==> src/rtl/fsg_pkg.sv <==
package fsg_pkg;
    localparam int SEG_BITS = 6;
    localparam int NUM_SEG  = 1 << SEG_BITS;

    typedef enum logic [1:0] {
        CFG_PRIV_A = 2'd0,
        CFG_PRIV_B = 2'd1,
        CFG_EXEC_A = 2'd2,
        CFG_EXEC_B = 2'd3
    } cfg_sel_e;

    typedef struct packed {
        logic super_mode;
        logic fetch;
        logic write;
    } access_t;

    typedef logic [NUM_SEG-1:0] rights_t;

    // Writes and non-fetch reads fall under the data rule.
    function automatic logic is_data(access_t a);
        return a.write || !a.fetch;
    endfunction
endpackage

==> src/rtl/fsg_rights_loader.sv <==
module fsg_rights_loader
    import fsg_pkg::*;
(
    input  logic     clk,
    input  logic     rst,
    input  logic     cfg_valid,
    input  logic [1:0] cfg_sel,
    input  rights_t  cfg_word,
    output rights_t  priv_rights,
    output rights_t  exec_rights,
    output logic     load_done
);
    logic [3:0] seen;

    always_ff @(posedge clk) begin
        if (rst) begin
            priv_rights <= '1;
            exec_rights <= '1;
            seen        <= '0;
            load_done   <= 1'b0;
        end else begin
            if (cfg_valid && !load_done) begin
                if (cfg_sel[1]) exec_rights <= exec_rights & cfg_word;
                else            priv_rights <= priv_rights & cfg_word;
                seen[cfg_sel] <= 1'b1;
            end
            load_done <= load_done | (&seen);
        end
    end

    p_rights_frozen_r4: assert property (@(posedge clk) disable iff (rst)
        load_done |=> ($stable(priv_rights) && $stable(exec_rights)));

    p_release_sticky_r3: assert property (@(posedge clk) disable iff (rst)
        load_done |=> load_done);

    p_only_tighten_r2: assert property (@(posedge clk) disable iff (rst)
        !$past(rst) |-> (((priv_rights & ~$past(priv_rights)) == '0) &&
                         ((exec_rights & ~$past(exec_rights)) == '0)));
endmodule

==> src/rtl/fsg_seg_decode.sv <==
module fsg_seg_decode
    import fsg_pkg::*;
#(
    parameter int          ADDR_W     = 32,
    parameter int          FLASH_LOG2 = 20,
    parameter logic [31:0] FLASH_BASE = 32'h1000_0000
) (
    input  logic [ADDR_W-1:0]   addr,
    output logic                in_window,
    output logic [SEG_BITS-1:0] seg
);
    localparam int SEG_LSB = FLASH_LOG2 - SEG_BITS;

    logic unused_low;
    assign unused_low = ^addr[SEG_LSB-1:0];

    assign in_window = (addr[ADDR_W-1:FLASH_LOG2] == FLASH_BASE[ADDR_W-1:FLASH_LOG2]);
    assign seg       = addr[FLASH_LOG2-1:SEG_LSB];
endmodule

==> src/rtl/fsg_access_judge.sv <==
module fsg_access_judge
    import fsg_pkg::*;
(
    input  access_t acc,
    input  logic    in_window,
    input  logic    priv_bit,
    input  logic    exec_bit,
    output logic    deny
);
    logic priv_fail, exec_fail;

    assign priv_fail = !acc.super_mode && !priv_bit;
    assign exec_fail = is_data(acc) && !exec_bit;
    assign deny      = in_window && (priv_fail || exec_fail);
endmodule

==> src/rtl/flash_seg_guard.sv <==
module flash_seg_guard
    import fsg_pkg::*;
#(
    parameter int          ADDR_W     = 32,
    parameter int          DATA_W     = 32,
    parameter int          FLASH_LOG2 = 20,
    parameter logic [31:0] FLASH_BASE = 32'h1000_0000
) (
    input  logic              clk,
    input  logic              rst,
    input  logic              cfg_valid,
    input  logic [1:0]        cfg_sel,
    input  logic [63:0]       cfg_word,
    output logic              core_release,
    input  logic              req_valid,
    input  logic [ADDR_W-1:0] req_addr,
    input  logic              req_super,
    input  logic              req_fetch,
    input  logic              req_write,
    output logic              fl_req,
    output logic [ADDR_W-1:0] fl_addr,
    output logic              fl_write,
    input  logic [DATA_W-1:0] fl_rdata,
    output logic              rsp_valid,
    output logic              rsp_err,
    output logic [DATA_W-1:0] rsp_rdata
);
    rights_t             priv_rights, exec_rights;
    logic                in_window, deny, accepted;
    logic [SEG_BITS-1:0] seg;
    access_t             acc;

    fsg_rights_loader u_loader (
        .clk        (clk),
        .rst        (rst),
        .cfg_valid  (cfg_valid),
        .cfg_sel    (cfg_sel),
        .cfg_word   (cfg_word),
        .priv_rights(priv_rights),
        .exec_rights(exec_rights),
        .load_done  (core_release)
    );

    fsg_seg_decode #(
        .ADDR_W    (ADDR_W),
        .FLASH_LOG2(FLASH_LOG2),
        .FLASH_BASE(FLASH_BASE)
    ) u_decode (
        .addr     (req_addr),
        .in_window(in_window),
        .seg      (seg)
    );

    assign acc = '{super_mode: req_super, fetch: req_fetch, write: req_write};

    fsg_access_judge u_judge (
        .acc      (acc),
        .in_window(in_window),
        .priv_bit (priv_rights[seg]),
        .exec_bit (exec_rights[seg]),
        .deny     (deny)
    );

    assign accepted = req_valid && core_release;
    assign fl_req   = accepted && !deny;
    assign fl_addr  = req_addr;
    assign fl_write = req_write;

    always_ff @(posedge clk) begin
        if (rst) begin
            rsp_valid <= 1'b0;
            rsp_err   <= 1'b0;
        end else begin
            rsp_valid <= accepted;
            rsp_err   <= accepted && deny;
        end
    end

    assign rsp_rdata = rsp_err ? '0 : fl_rdata;

    p_deny_blocks_r8: assert property (@(posedge clk) disable iff (rst)
        (accepted && deny) |-> !fl_req);

    p_err_zero_data_r8: assert property (@(posedge clk) disable iff (rst)
        rsp_err |-> (rsp_valid && rsp_rdata == '0));

    p_pass_response_r9: assert property (@(posedge clk) disable iff (rst)
        fl_req |=> (rsp_valid && !rsp_err));

    p_quiet_before_release_r11: assert property (@(posedge clk) disable iff (rst)
        !core_release |-> (!fl_req && !rsp_valid));

    p_outside_passes_r10: assert property (@(posedge clk) disable iff (rst)
        (accepted && !in_window) |-> fl_req);
endmodule

==> config.mk <==
export PLATFORM = sky130hd
export DESIGN_NAME = flash_seg_guard
export DESIGN_NICKNAME = d
export VERILOG_FILES = /design/src/rtl/fsg_pkg.sv /design/src/rtl/fsg_rights_loader.sv /design/src/rtl/fsg_seg_decode.sv /design/src/rtl/fsg_access_judge.sv /design/src/rtl/flash_seg_guard.sv
export SDC_FILE = /design/constraint.sdc
export NUM_CORES = 1
export LEC_CHECK = 0
export BUFFER_PORTS_ARGS = -buffer_cell sky130_fd_sc_hd__clkbuf_2
export CAP_MARGIN = 20
export CORE_ASPECT_RATIO = 1.2
export CORE_UTILIZATION = 50
export DETAILED_ROUTE_END_ITERATION = 8
export PLACE_DENSITY_LB_ADDON = 0.25
export SYNTH_ARGS = -nofsm -noshare
export SYNTH_HDL_FRONTEND = slang
export SYNTH_SLANG_ARGS = --single-unit
==> constraint.sdc <==
create_clock -name clk -period 1.7 [get_ports clk]
set_clock_uncertainty 0.05 [all_clocks]
set_input_delay 0.085 -clock clk [delete_from_list [all_inputs] [get_ports clk]]
set_output_delay 0.085 -clock clk [all_outputs]
set_load 0.02 [all_outputs]
Yosys cells after proc, flatten, opt, wreduce, memory -nomap -nowiden

Cells that the tools add are included.

Bits in registers: 135
Input bits: 137
Output and inout bits: 69
Word-level logic and storage cells: 41

$lt $le $gt $ge: 3
Equality and inequality tests: 1
Mux-type cells: 7
Bitwise gates (word level): 5
Reductions and logical operators: 19

Operators with widths:

| kind                                                                         | number |
|---|---|
| 64-bit AND                                                                   | 2 |
| 32-bit two-way mux                                                           | 1 |
| 1-bit binary-select mux with 6-bit select                                    | 2 |
| 12-bit by 9-bit == test with 1-bit output, second input constant             | 1 |
| 1-bit logical AND                                                            | 8 |
| 6-bit by 7-bit less-than comparator with 1-bit output, second input constant | 1 |
| 1-bit logical NOT                                                            | 6 |
| 4-bit OR                                                                     | 1 |
| 2-bit AND reduction                                                          | 2 |
| 4-bit AND reduction                                                          | 1 |
| 2-bit by 3-bit less-than comparator with 1-bit output, second input constant | 1 |
| 1-bit two-way mux                                                            | 3 |
| 1-bit demux with 2-bit select                                                | 1 |
| 2-bit by 1-bit >= comparator with 1-bit output, second input constant        | 1 |
| 1-bit logical OR                                                             | 2 |
| 1-bit inverter                                                               | 1 |
| 1-bit OR                                                                     | 1 |

Longest topological paths before layout

Gate-level depths: netlist of the first run.

Word-level depth: 8
Gate-level depth with buffers: 9
Mapped depth without buffers: 6

Cells and area by module

A second synthesis of the first run with hierarchy kept.

Cell total of the unflattened synthesis: 637
Area total of the unflattened synthesis: 7136.8 sq um

Modules (own cells, without submodules):

| module            | instances | cells each | area each (sq um) |
|---|---|---|---|
| fsg_rights_loader | 1         | 460        | 5402.7 |
| flash_seg_guard   | 1         | 163        | 1636.6 |
| fsg_seg_decode    | 1         | 10         | 72.6 |
| fsg_access_judge  | 1         | 4          | 25.0 |

Worst setup path before layout of the first run

No wires, ideal clock.

Kind: input to output
From: in req_addr[14]
To: out fl_req
Arrival: 1.691 ns
Data required time: 1.565 ns
Slack: -0.126 ns
Stages: 9
Cell sequence: buf_6 -> buf_12 -> buf_8 -> mux2i_1 -> a22oi_1 -> o2111ai_1 -> a32o_1 -> a32oi_1 -> nor2b_1

Cells in the longest elaborated chain, start to end: 8
Elaborated cells on any way between the ends: 12
Classes of those cells: mux (4); reduce/logical (8)

Ends and longest elaborated chain:

| what                                                                | line                                           | text |
|---|---|---|
| from (decl)                                                         | flash_seg_guard.sv:16                          | `input logic [ADDR_W-1:0] req_addr,` |
| 1-bit binary-select mux with 6-bit select, on equally long branches | flash_seg_guard.sv:59, flash_seg_guard.sv:60   |  |
| 1-bit two-way mux, on equally long branches                         | flash_seg_guard.sv:59, flash_seg_guard.sv:60   |  |
| 1-bit logical NOT, on equally long branches                         | fsg_access_judge.sv:12, fsg_access_judge.sv:13 |  |
| 1-bit logical AND, on equally long branches                         | fsg_access_judge.sv:12, fsg_access_judge.sv:13 |  |
| 1-bit logical OR *                                                  | fsg_access_judge.sv:14                         | `assign deny = in_window && (priv_fail \|\| exec_fail);` |
| 1-bit logical AND *                                                 | fsg_access_judge.sv:14                         |  |
| 1-bit logical NOT *                                                 | flash_seg_guard.sv:65                          | `assign fl_req = accepted && !deny;` |
| 1-bit logical AND *                                                 | flash_seg_guard.sv:65                          |  |
| to (decl)                                                           | flash_seg_guard.sv:20                          | `output logic fl_req,` |

Every way passes the cells marked *; elsewhere a longest branch is shown, timed or not. The select of a mux whose other input is x is not followed.

Worst setup path after layout of the first run

From: reg u_loader.priv_rights[12]
To: out fl_req

Cells in the longest elaborated chain, start to end: 8

Ends and longest elaborated chain:

| what                                      | line                    | text |
|---|---|---|
| from (decl)                               | fsg_rights_loader.sv:9  | `output rights_t priv_rights,` |
| from (signal assigned)                    | fsg_rights_loader.sv:24 | `else priv_rights <= priv_rights & cfg_word;` |
| 1-bit binary-select mux with 6-bit select | flash_seg_guard.sv:59   | `.priv_bit (priv_rights[seg]),` |
| 1-bit two-way mux (implied by the code)   | flash_seg_guard.sv:59   |  |
| 1-bit logical NOT                         | fsg_access_judge.sv:12  | `assign priv_fail = !acc.super_mode && !priv_bit;` |
| 1-bit logical AND                         | fsg_access_judge.sv:12  |  |
| 1-bit logical OR                          | fsg_access_judge.sv:14  |  |
| 1-bit logical AND                         | fsg_access_judge.sv:14  |  |
| 1-bit logical NOT                         | flash_seg_guard.sv:65   |  |
| 1-bit logical AND                         | flash_seg_guard.sv:65   |  |

No other way between the ends. The select of a mux whose other input is x is not followed.

==> run_results.csv, run 1 <==
group,metric,value,unit
routing,first_pass_iters,4,
layout,diodes,0,
clocking,cts_sinks,135,
placement,gp_congestion,0.817,
power,p_leak,3.46,nW
layout,layout_commonest_cell,"clkbuf_2",
setup_path,critPathLaunchType,"flip-flop",
timing,worst_pin_slew,0.436,ns
global_routing,grt.overflow.total,0,
power,p_per_area,1010,nW/um^2
placement,port-buffer-count,177,
clocking,root_buffer,"clkbuf_16",
clocking,cts_made_buffers,17,
floorplan,ios,206,
hold_path,hold_path.class,"in -> out",
job,maxCapViolations,0,
setup_path,rrSetupSlack,-0.29,ns
floorplan,die_w,102,um
logic_synthesis,async_reset_ff_frac,0,
clocking,clock_latency,0.41,ns
layout,syn2layout_area_growth,36.5,%
logic_synthesis,netlist_instances,614,
setup_path,critPathRequiredTime,1.56,ns
timing,post-route-period-util,1.42,
timing,rsz0062_at_grt,"yes",
outcome,status,"finished with violations",
global_routing,grt_max_degree,136,
timing,slew_violations,0,
floorplan,core_area,11700,sq um
placement,dpl.hpwl,10900,um
timing,fin_setup_tns,-1.01,ns
global_routing,grt.total_usage,0.274,
routing,ant_nets,0,
routing,routedWlPerCell,16.3,um
logic_synthesis,yosysUniqueCellTypes,37,
floorplan,initial_utilization,0.517,
timing,finalHoldViolCount,0,
logic_synthesis,syn-num-nets,751,
logic_synthesis,synth_warnings,0,
global_routing,grt_pass1_vias,5393,
power,power.total,8.28,mW
clocking,htree_levels,4,
routing,drtIter0Drc,324,
routing,route.detailed.drc,0,
setup_path,rr_startpoint,"u_loader.priv_rights[12]",
global_routing,antenna_found_initial,0,
global_routing,grt_pass1_wl,25600,um
outcome,violations,"negative setup slack",
logic_synthesis,synth_edf_count,0,
layout,fin_nets,962,
power,peakVddDrop,0.607,mV
logic_synthesis,netlist_area,6040,sq um
routing,num_vias,5273,
floorplan,rows,43,
logic_synthesis,syn_area_per_cell,9.83,sq um
timing,whs,0.120,ns
clocking,clk_path_buf_depth,2,
clocking,path_clk_slew,0.06,ns
layout,mostFrequentLayoutCells,"176 x clkbuf_2, 134 x dfxtp_1, 129 x o21ai_0",
timing,fmax,0.413,GHz
timing,setup_ws,-0.720,ns
routing,via_per_inst,5.30,
timing,slew_headroom,0.710,
logic_synthesis,ys.flop_type,"dfxtp_1",
timing,setup_violations,2,
placement,pre_cts_ws,-0.471,ns
setup_path,crit_type,"reg -> out",
setup_path,crit_end,"fl_req",
floorplan,die_area,12500,sq um
floorplan,die_y,122,um
setup_path,crit_arrival,2.28,ns
logic_synthesis,synth_seq_cells,135,
setup_path,reg2regPathDepth,7,
clocking,cts_tree,"yes",
setup_path,crit_start,"u_loader.priv_rights[12]",
setup_path,critPathCaptureType,"primary output",
layout,drive_gt1_frac,0.323,
routing,routed_wirelength,16200,um
timing,fin_crit,2.42,ns
logic_synthesis,ys_seq_area_frac,0.448,
setup_path,rr_endpoint,"rsp_err",
setup_path,cp_max_fo,2,
-- worst max-delay path, cell delays in order (launching register included) --
cell and delay [ns]:
dfxtp_1 0.31, mux4_2 0.48, mux2i_2 0.19, a32oi_1 0.11, a311oi_2 0.37, a32oi_4 0.11, nor2b_4 0.17, buf_8 0.13
-- state kept, by name (all words and copies together) (netlist names) --
signal,flops
rsp_valid,1
u_loader.seen,4
u_loader.exec_rights,64
rsp_err,1
u_loader.priv_rights,64
u_loader.load_done,1
-- metal layers --
| layer | vias to the layer above | track usage | share of wire |
|---|---|---|---|
| met5 | - | 0 | 0 |
| met4 | 0 | 0.119 | 0.025 |
| met3 | 34 | 0.0569 | 0.055 |
| met2 | 204 | 0.499 | 0.54 |
| met1 | 2524 | 0.303 | 0.39 |
| li1 | 2511 | - | - |
-- final cells by class --
type | count | area, sq um
Tap cell | 157 | 196
Clock buffer | 20 | 467
Multi-Input combinational cell | 396 | 2880
Inverter | 5 | 18.8
Clock inverter | 12 | 150
Sequential cell | 135 | 2700
Fill cell | 898 | 3430
Timing Repair Buffer | 270 | 1820
-- worst min-delay path by stage --
stage,start,end,slack (ns),cells after the start
6_report,req_addr[10],fl_addr[10],0.12,0
5_1_grt,req_addr[12],fl_addr[12],0.12,0
4_1_cts,req_super,rsp_err,0.12,4
3_5_place_dp,req_addr[6],fl_addr[6],0.12,0
3_3_place_gp,req_addr[6],fl_addr[6],0.12,0
2_1_floorplan,cfg_sel[0],u_loader.seen[3],0.17,2
-- repair_timing --
item	4_1_cts	5_1_grt
endpoints found under the setup margin	2	2
gates resized for setup	10	3
pin swaps	3	4
buffers inserted	0	1
hold buffers	66	0
hold endpoints to repair	134	0
-- where the power goes --
| part | internal [mW] | total [mW] | switching [mW] |
|---|---|---|---|
| sequential | 3.34 | 3.43 | 0.0894 |
| combinational | 0.563 | 1.09 | 0.528 |
| clock | 2.41 | 3.77 | 1.35 |
-- per-stage QoR --
step | utilization | std cells | instance area, sq um
6_report | 0.706 | 995 | 8240
5_1_grt | 0.706 | 995 | 8240
4_1_cts | 0.705 | 994 | 8230
3_5_place_dp | 0.592 | 896 | 6910
3_3_place_gp | 0.592 | 896 | 6910
2_1_floorplan | - | 614 | 6040
-- cells in the mapped netlist (3+ instances only) --
cell / n / area [sq um]
buf_2: 3 / 15.0
nand2_1: 14 / 52.6
a32oi_1: 3 / 26.3
o21ai_0: 129 / 646
mux2i_1: 13 / 130
nand3_1: 3 / 15.0
a21oi_1: 3 / 15.0
dfxtp_1: 135 / 2700
buf_4: 36 / 270
inv_1: 4 / 15.0
nor2b_1: 35 / 219
clkbuf_1: 35 / 131
nor2_1: 16 / 60.1
nand3b_1: 4 / 30.0
mux4_2: 21 / 473
nand2b_1: 128 / 801
mux4_1: 8 / 210
-- kinds of logic after synthesis --
family / count (synthesis) / synth area share
AO/OA/AOI/OAI: 146 / 0.130
AND/OR/NAND/NOR: 206 / 0.202
buffers and inverters: 83 / 0.0817
multiplexers: 44 / 0.138
flip-flops: 135 / 0.448
Power figures use the tool's default switching activity.
==> inputs of run 2 (changes only) <==
--- a/config.mk
+++ b/config.mk
@@ -5,10 +5,12 @@
 export SDC_FILE = /design/constraint.sdc
 export NUM_CORES = 1
 export LEC_CHECK = 0
+export ABC_AREA = 1
 export BUFFER_PORTS_ARGS = -buffer_cell sky130_fd_sc_hd__clkbuf_2
 export CAP_MARGIN = 20
 export CORE_ASPECT_RATIO = 1.2
 export CORE_UTILIZATION = 50
+export CTS_BUF_LIST = sky130_fd_sc_hd__clkbuf_16
 export DETAILED_ROUTE_END_ITERATION = 8
 export PLACE_DENSITY_LB_ADDON = 0.25
 export SYNTH_ARGS = -nofsm -noshare
==> run_results.csv, run 2 <==
group,metric,value,unit
logic_synthesis,synth_warnings,0,
routing,num_vias,6216,
global_routing,grt_pass1_wl,27000,um
timing,worst_pin_slew,0.548,ns
clocking,cts_made_buffers,17,
setup_path,critPathRequiredTime,1.56,ns
logic_synthesis,synth_edf_count,0,
placement,gp_congestion,0.824,
logic_synthesis,synth_top_area_share,0.456,
layout,reg_top3,"u_loader.exec_rights (64), u_loader.priv_rights (64), u_loader.seen (4)",
power,peakVddDrop,1.00,mV
clocking,cts_sinks,135,
hold_path,holdPathStages,5,
floorplan,die_y,121,um
setup_path,reg2regPathDepth,7,
timing,slew_violations,0,
logic_synthesis,netlist_instances,851,
layout,fin_nets,1185,
clocking,post-cts-setup-buffers,0,
hold_path,worstHoldStart,"req_super",
timing,fin_crit,1.96,ns
layout,drive_gt1_frac,0.255,
floorplan,rows,43,
timing,finalHoldViolCount,0,
floorplan,core_area,11600,sq um
layout,diodes,0,
layout,mostFrequentLayoutCells,"289 x nand2_1, 176 x clkbuf_2, 128 x o21ai_0",
power,p_leak,4.03,nW
floorplan,ios,206,
clocking,clock_latency,0.41,ns
logic_synthesis,netlist_area,5930,sq um
logic_synthesis,synthTopCellsByArea,"dfxtp_1 46%, nand2_1 18%, o21ai_0 11%",
logic_synthesis,ys.flop_type,"dfxtp_1",
power,p_per_area,1010,nW/um^2
timing,fin_setup_tns,-0.258,ns
global_routing,antenna_found_initial,0,
logic_synthesis,ys_seq_area_frac,0.456,
logic_synthesis,synth_seq_cells,135,
timing,setup_violations,1,
floorplan,die_w,101,um
routing,drtIter0Drc,343,
setup_path,critPathLaunchType,"flip-flop",
routing,via_per_inst,5.10,
logic_synthesis,syn_area_per_cell,6.96,sq um
logic_synthesis,ys_top_cells_by_count,"292 x nand2_1, 135 x dfxtp_1, 128 x o21ai_0",
global_routing,grt.overflow.total,0,
hold_path,hold_path.class,"in -> reg",
logic_synthesis,yosysTopAreaCell,"dfxtp_1",
timing,slew_headroom,0.635,
global_routing,grt_pass1_vias,5768,
timing,fmax,0.511,GHz
routing,first_pass_iters,5,
logic_synthesis,syn-num-nets,988,
layout,layout_commonest_cell,"nand2_1",
routing,route.detailed.drc,0,
global_routing,grt_max_degree,74,
clocking,path_clk_slew,0.06,ns
setup_path,crit_type,"reg -> out",
global_routing,grt.total_usage,0.286,
clocking,clk_path_buf_depth,2,
setup_path,cp_max_fo,2,
routing,routedWlPerCell,14.1,um
setup_path,critPathCaptureType,"primary output",
layout,multi_input_area,2590,sq um
timing,post-route-period-util,1.15,
routing,ant_nets,0,
layout,seq_area,2730,sq um
floorplan,die_area,12300,sq um
placement,dpl.hpwl,11000,um
placement,port-buffer-count,177,
timing,setup_ws,-0.258,ns
job,maxCapViolations,0,
setup_path,crit_arrival,1.82,ns
outcome,violations,"negative setup slack",
logic_synthesis,async_reset_ff_frac,0,
logic_synthesis,yosysUniqueCellTypes,19,
timing,rsz0062_at_grt,"yes",
routing,routed_wirelength,17100,um
setup_path,rr_startpoint,"u_loader.load_done",
layout,syn2layout_area_growth,36.8,%
outcome,status,"finished with violations",
logic_synthesis,synth_most_common_cell,"nand2_1",
clocking,cts_tree,"yes",
floorplan,initial_utilization,0.512,
power,power.total,8.22,mW
layout,n_fill_cell,955,
setup_path,crit_start,"u_loader.exec_rights[7]",
clocking,root_buffer,"clkbuf_16",
layout,utilization,0.701,
clocking,htree_levels,4,
==> run 2: cell types whose count changed after synthesis, moves of 6 or more <==
cell	delta
nand3_1	+106
buf_2	+10
buf_6	+6
mux4_2	-21
mux2i_1	-13
nand2b_1	-128
nor2b_1	-35
inv_1	+40
nand2_1	+278
mux4_1	-8
nor2_1	+25
==> run 2: where the power goes <==
| part | total, mW | switching (mW) | internal, mW |
|---|---|---|---|
| Sequential | 3.43 | 0.0889 | 3.34 |
| Clock | 3.61 | 1.33 | 2.28 |
| Combinational | 1.18 | 0.676 | 0.508 |
| Total | 8.22 | 2.09 | 6.13 |
==> run 2: routing by layer <==
| metal | global-route usage | vias to the layer above | part of all wire |
|---|---|---|---|
| li1 | - | 3095 | - |
| met1 | 0.355 | 2853 | 0.42 |
| met2 | 0.477 | 234 | 0.50 |
| met3 | 0.0622 | 34 | 0.050 |
| met4 | 0.120 | 0 | 0.023 |
| met5 | 0 | - | 0 |
==> run 2: critical path, cell delays in order, from the launching register on <==
cell and delay (ns):
dfxtp_1 0.33, nand2_1 0.05, nand3_1 0.08, nand3_1 0.09, nand2_1 0.09, nand2_1 0.06, nand3_1 0.12, nand3_2 0.09
nand3_2 0.08, nand2_2 0.08, a21oi_2 0.17, clkbuf_8 0.17
==> run 2: path summary, 6_finish.rpt <==
check / to / slack [ns]
worst max-delay path: fl_req / -0.26
worst min-delay path: rsp_err / 0.12
worst max register to register: u_loader.priv_rights[9] / 0.17
worst min register to register: u_loader.priv_rights[38] / 0.41
==> run 2: timing repair <==
| item | 4_1_cts | 5_1_grt |
|---|---|---|
| hold endpoints to repair | 134 | 0 |
| endpoints found under the setup margin | 1 | 4 |
| hold buffers | 68 | 0 |
| pin swaps | 8 | 10 |
| resized for setup | 12 | 32 |
==> run 2: per-stage QoR <==
step / setup WS, ns / cell area [sq um] / cells / hold WS [ns]
after floorplan: 0.263 / 5930 / 851 / 0.107
after global placement: -0.0902 / 6720 / 1118 / 0.120
after detailed placement: -0.110 / 6720 / 1118 / 0.120
after CTS: -0.242 / 8010 / 1218 / 0.0838
after global routing: -0.353 / 8110 / 1218 / 0.120
final: -0.258 / 8110 / 1218 / 0.120
==> run 2: area by class of cell <==
| type | instances | area share |
|---|---|---|
| clock inverter | 15 | 0.0201 |
| multi-input combinational | 582 | 0.320 |
| sequential | 135 | 0.337 |
| inverter | 48 | 0.0224 |
| timing repair buffer | 264 | 0.224 |
| tap | 157 | 0.0242 |
| clock buffer | 17 | 0.0525 |
==> run 2: cells by family (layout without fill, tap and decap cells) <==
| kind of cell | count (synthesis) | after routing | synth area share |
|---|---|---|---|
| AND/OR/NAND/NOR | 448 | 448 | 0.310 |
| AO/OA/AOI/OAI | 134 | 134 | 0.114 |
| flip-flops | 135 | 135 | 0.456 |
| buffers and inverters | 134 | 344 | 0.120 |
==> inputs of run 3 (changes only) <==
--- a/config.mk
+++ b/config.mk
@@ -6,12 +6,12 @@
 export NUM_CORES = 1
 export LEC_CHECK = 0
 export ABC_AREA = 1
-export BUFFER_PORTS_ARGS = -buffer_cell sky130_fd_sc_hd__clkbuf_2
 export CAP_MARGIN = 20
 export CORE_ASPECT_RATIO = 1.2
-export CORE_UTILIZATION = 50
+export CORE_UTILIZATION = 56
 export CTS_BUF_LIST = sky130_fd_sc_hd__clkbuf_16
 export DETAILED_ROUTE_END_ITERATION = 8
+export DONT_BUFFER_PORTS = 1
 export PLACE_DENSITY_LB_ADDON = 0.25
 export SYNTH_ARGS = -nofsm -noshare
 export SYNTH_HDL_FRONTEND = slang
==> run_results.csv, run 3 (synthesis results as in run 2) <==
group,metric,value,unit
layout,fin_cells,1003,
timing,setup_violations,1,
timing,slew_violations,0,
setup_path,reg2regPathDepth,6,
setup_path,critPathRequiredTime,1.56,ns
job,maxCapViolations,0,
placement,port-buffer-count,0,
power,p_leak,3.23,nW
setup_path,cp_max_fo,2,
global_routing,grt.total_usage,0.307,
timing,setup_ws,-0.137,ns
setup_path,crit_arrival,1.70,ns
global_routing,antenna_found_initial,0,
placement,dp_cells,903,
routing,via_per_inst,5.68,
setup_path,rrSetupSlack,0.17,ns
routing,num_vias,5698,
setup_path,crit_type,"reg -> out",
power,power.total,7.34,mW
setup_path,cpPeakStageDelay,0.35,ns
floorplan,initial_utilization,0.583,
routing,ant_nets,0,
clocking,path_clk_slew,0.05,ns
clocking,clk_path_buf_depth,2,
global_routing,grt_pass1_wl,25600,um
layout,layout_commonest_cell,"nand2_1",
clocking,clock_latency,0.42,ns
layout,reg_top3,"u_loader.exec_rights (64), u_loader.priv_rights (64), u_loader.seen (4)",
layout,mostFrequentLayoutCells,"289 x nand2_1, 128 x o21ai_0, 116 x dfxtp_1",
floorplan,core_area,10200,sq um
setup_path,critPathLaunchType,"flip-flop",
timing,fin_crit,1.84,ns
global_routing,grt_pass1_vias,5548,
routing,routed_wirelength,16700,um
hold_path,holdPathStages,5,
setup_path,rr_startpoint,"u_loader.load_done",
hold_path,hold_path.class,"in -> reg",
floorplan,die_y,115,um
timing,finalHoldViolCount,1,
power,p_per_area,1050,nW/um^2
global_routing,grt.overflow.total,0,
floorplan,die_area,11000,sq um
setup_path,rr_endpoint,"u_loader.seen[1]",
clocking,cts_sinks,135,
placement,gp_congestion,0.785,
global_routing,grt_max_degree,69,
timing,worst_pin_slew,0.563,ns
timing,slew_headroom,0.623,
layout,diodes,0,
clocking,cts_tree,"yes",
placement,dpl.hpwl,11000,um
routing,first_pass_iters,5,
clocking,post-cts-setup-buffers,0,
routing,route.detailed.drc,0,
setup_path,cp_slowest_cell,"dfxtp_1",
layout,n_fill_cell,832,
outcome,status,"finished with violations",
timing,fmax,0.544,GHz
timing,rsz0062_at_grt,"yes",
floorplan,ios,206,
setup_path,critPathCaptureType,"primary output",
layout,fin_nets,1006,
outcome,violations,"negative hold slack, negative setup slack",
clocking,root_buffer,"clkbuf_16",
setup_path,crit_chain,"nand2_1 -> nand3_1 -> nand3_1 -> nand2_1 -> nand2_1 -> nand3_1 -> nand3_2 -> nand3b_1 -> nand2_2 -> a21oi_2 -> buf_4",
clocking,cts_made_buffers,17,
clocking,htree_levels,4,
routing,routedWlPerCell,16.6,um
power,peakVddDrop,0.660,mV
floorplan,die_w,95.9,um
routing,drtIter0Drc,383,
layout,drive_gt1_frac,0.0821,
timing,post-route-period-util,1.08,
floorplan,rows,40,
hold_path,worstHoldEndpoint,"rsp_err",
timing,whs,-0.0187,ns
hold_path,worstHoldStart,"req_addr[19]",
layout,syn2layout_area_growth,18.3,%
==> run 3: changes by cell type in the layout (fill, tap and decap cells not counted), sizes merged <==
| cell | previous run | this run |
|---|---|---|
| clkbuf | 194 | 17 |
| buf | 19 | 12 |
| dlygate4sd3 | 68 | 73 |
| bufinv | 3 | 0 |
| clkinvlp | 4 | 1 |
| inv | 46 | 47 |
==> run 3: worst max path at each step <==
stage	start	endpoint	slack (ns)	cells past startpoint
2_1_floorplan	u_loader.load_done	u_loader.priv_rights[10]	0.26	7
3_3_place_gp	req_addr[14]	fl_req	0.21	13
4_1_cts	u_loader.priv_rights[55]	fl_req	-0.16	11
3_5_place_dp	u_loader.load_done	u_loader.priv_rights[57]	0.17	7
5_1_grt	u_loader.priv_rights[54]	fl_req	-0.24	11
6_report	u_loader.priv_rights[42]	fl_req	-0.14	11
==> run 3: metal layers <==
layer  share of wire  GRT usage  vias up
li1                -          -     2740
met1            0.42      0.360     2665
met2            0.49      0.514      258
met3           0.076     0.0863       35
met4           0.023      0.138        0
met5               0          0        -
==> run 3: layout make-up <==
cell class              count  area, sq um  area share
multi-input cells         582         2570       0.367
clock buffers              17          425      0.0607
inverters                  48          181      0.0259
flip-flops and latches    135         2730       0.389
well taps                 126          158      0.0225
clock inverters            10         46.3     0.00661
repair buffers             85          896       0.128
==> run 3: report_power, final <==
group	total (mW)	internal [mW]	switching [mW]
sequential	3.43	3.34	0.0899
clock	3.01	1.77	1.24
combinational	0.890	0.362	0.528
==> run 3: through the flow <==
stage	worst slack [ns]	TNS, ns	util	instance area, sq um	hold slack, ns
4_1_cts	-0.163	-0.163	0.684	6950	0.00703
3_5_place_dp	0.175	0	0.563	5720	0.112
6_report	-0.137	-0.137	0.690	7010	-0.0187
5_1_grt	-0.238	-0.238	0.690	7010	0.00295
2_1_floorplan	0.263	0	-	5930	0.107
3_3_place_gp	0.206	0	0.563	5720	0.112
==> run 3: what timing repair did <==
item	CTS	global route
pin swaps	12	10
endpoints found under the setup margin	1	1
hold endpoints to repair	135	0
resized for setup	12	21
hold buffers	73	0
gates cloned	0	0
==> run 3: worst max-delay path, delay by kind of cell (launching register included) <==
| kind | cells | cell delay, ns |
|---|---|---|
| flip-flops | 1 | 0.35 |
| buffers and inverters | 1 | 0.14 |
| AND/OR/NAND/NOR | 9 | 0.67 |
| AO/OA/AOI/OAI | 1 | 0.11 |
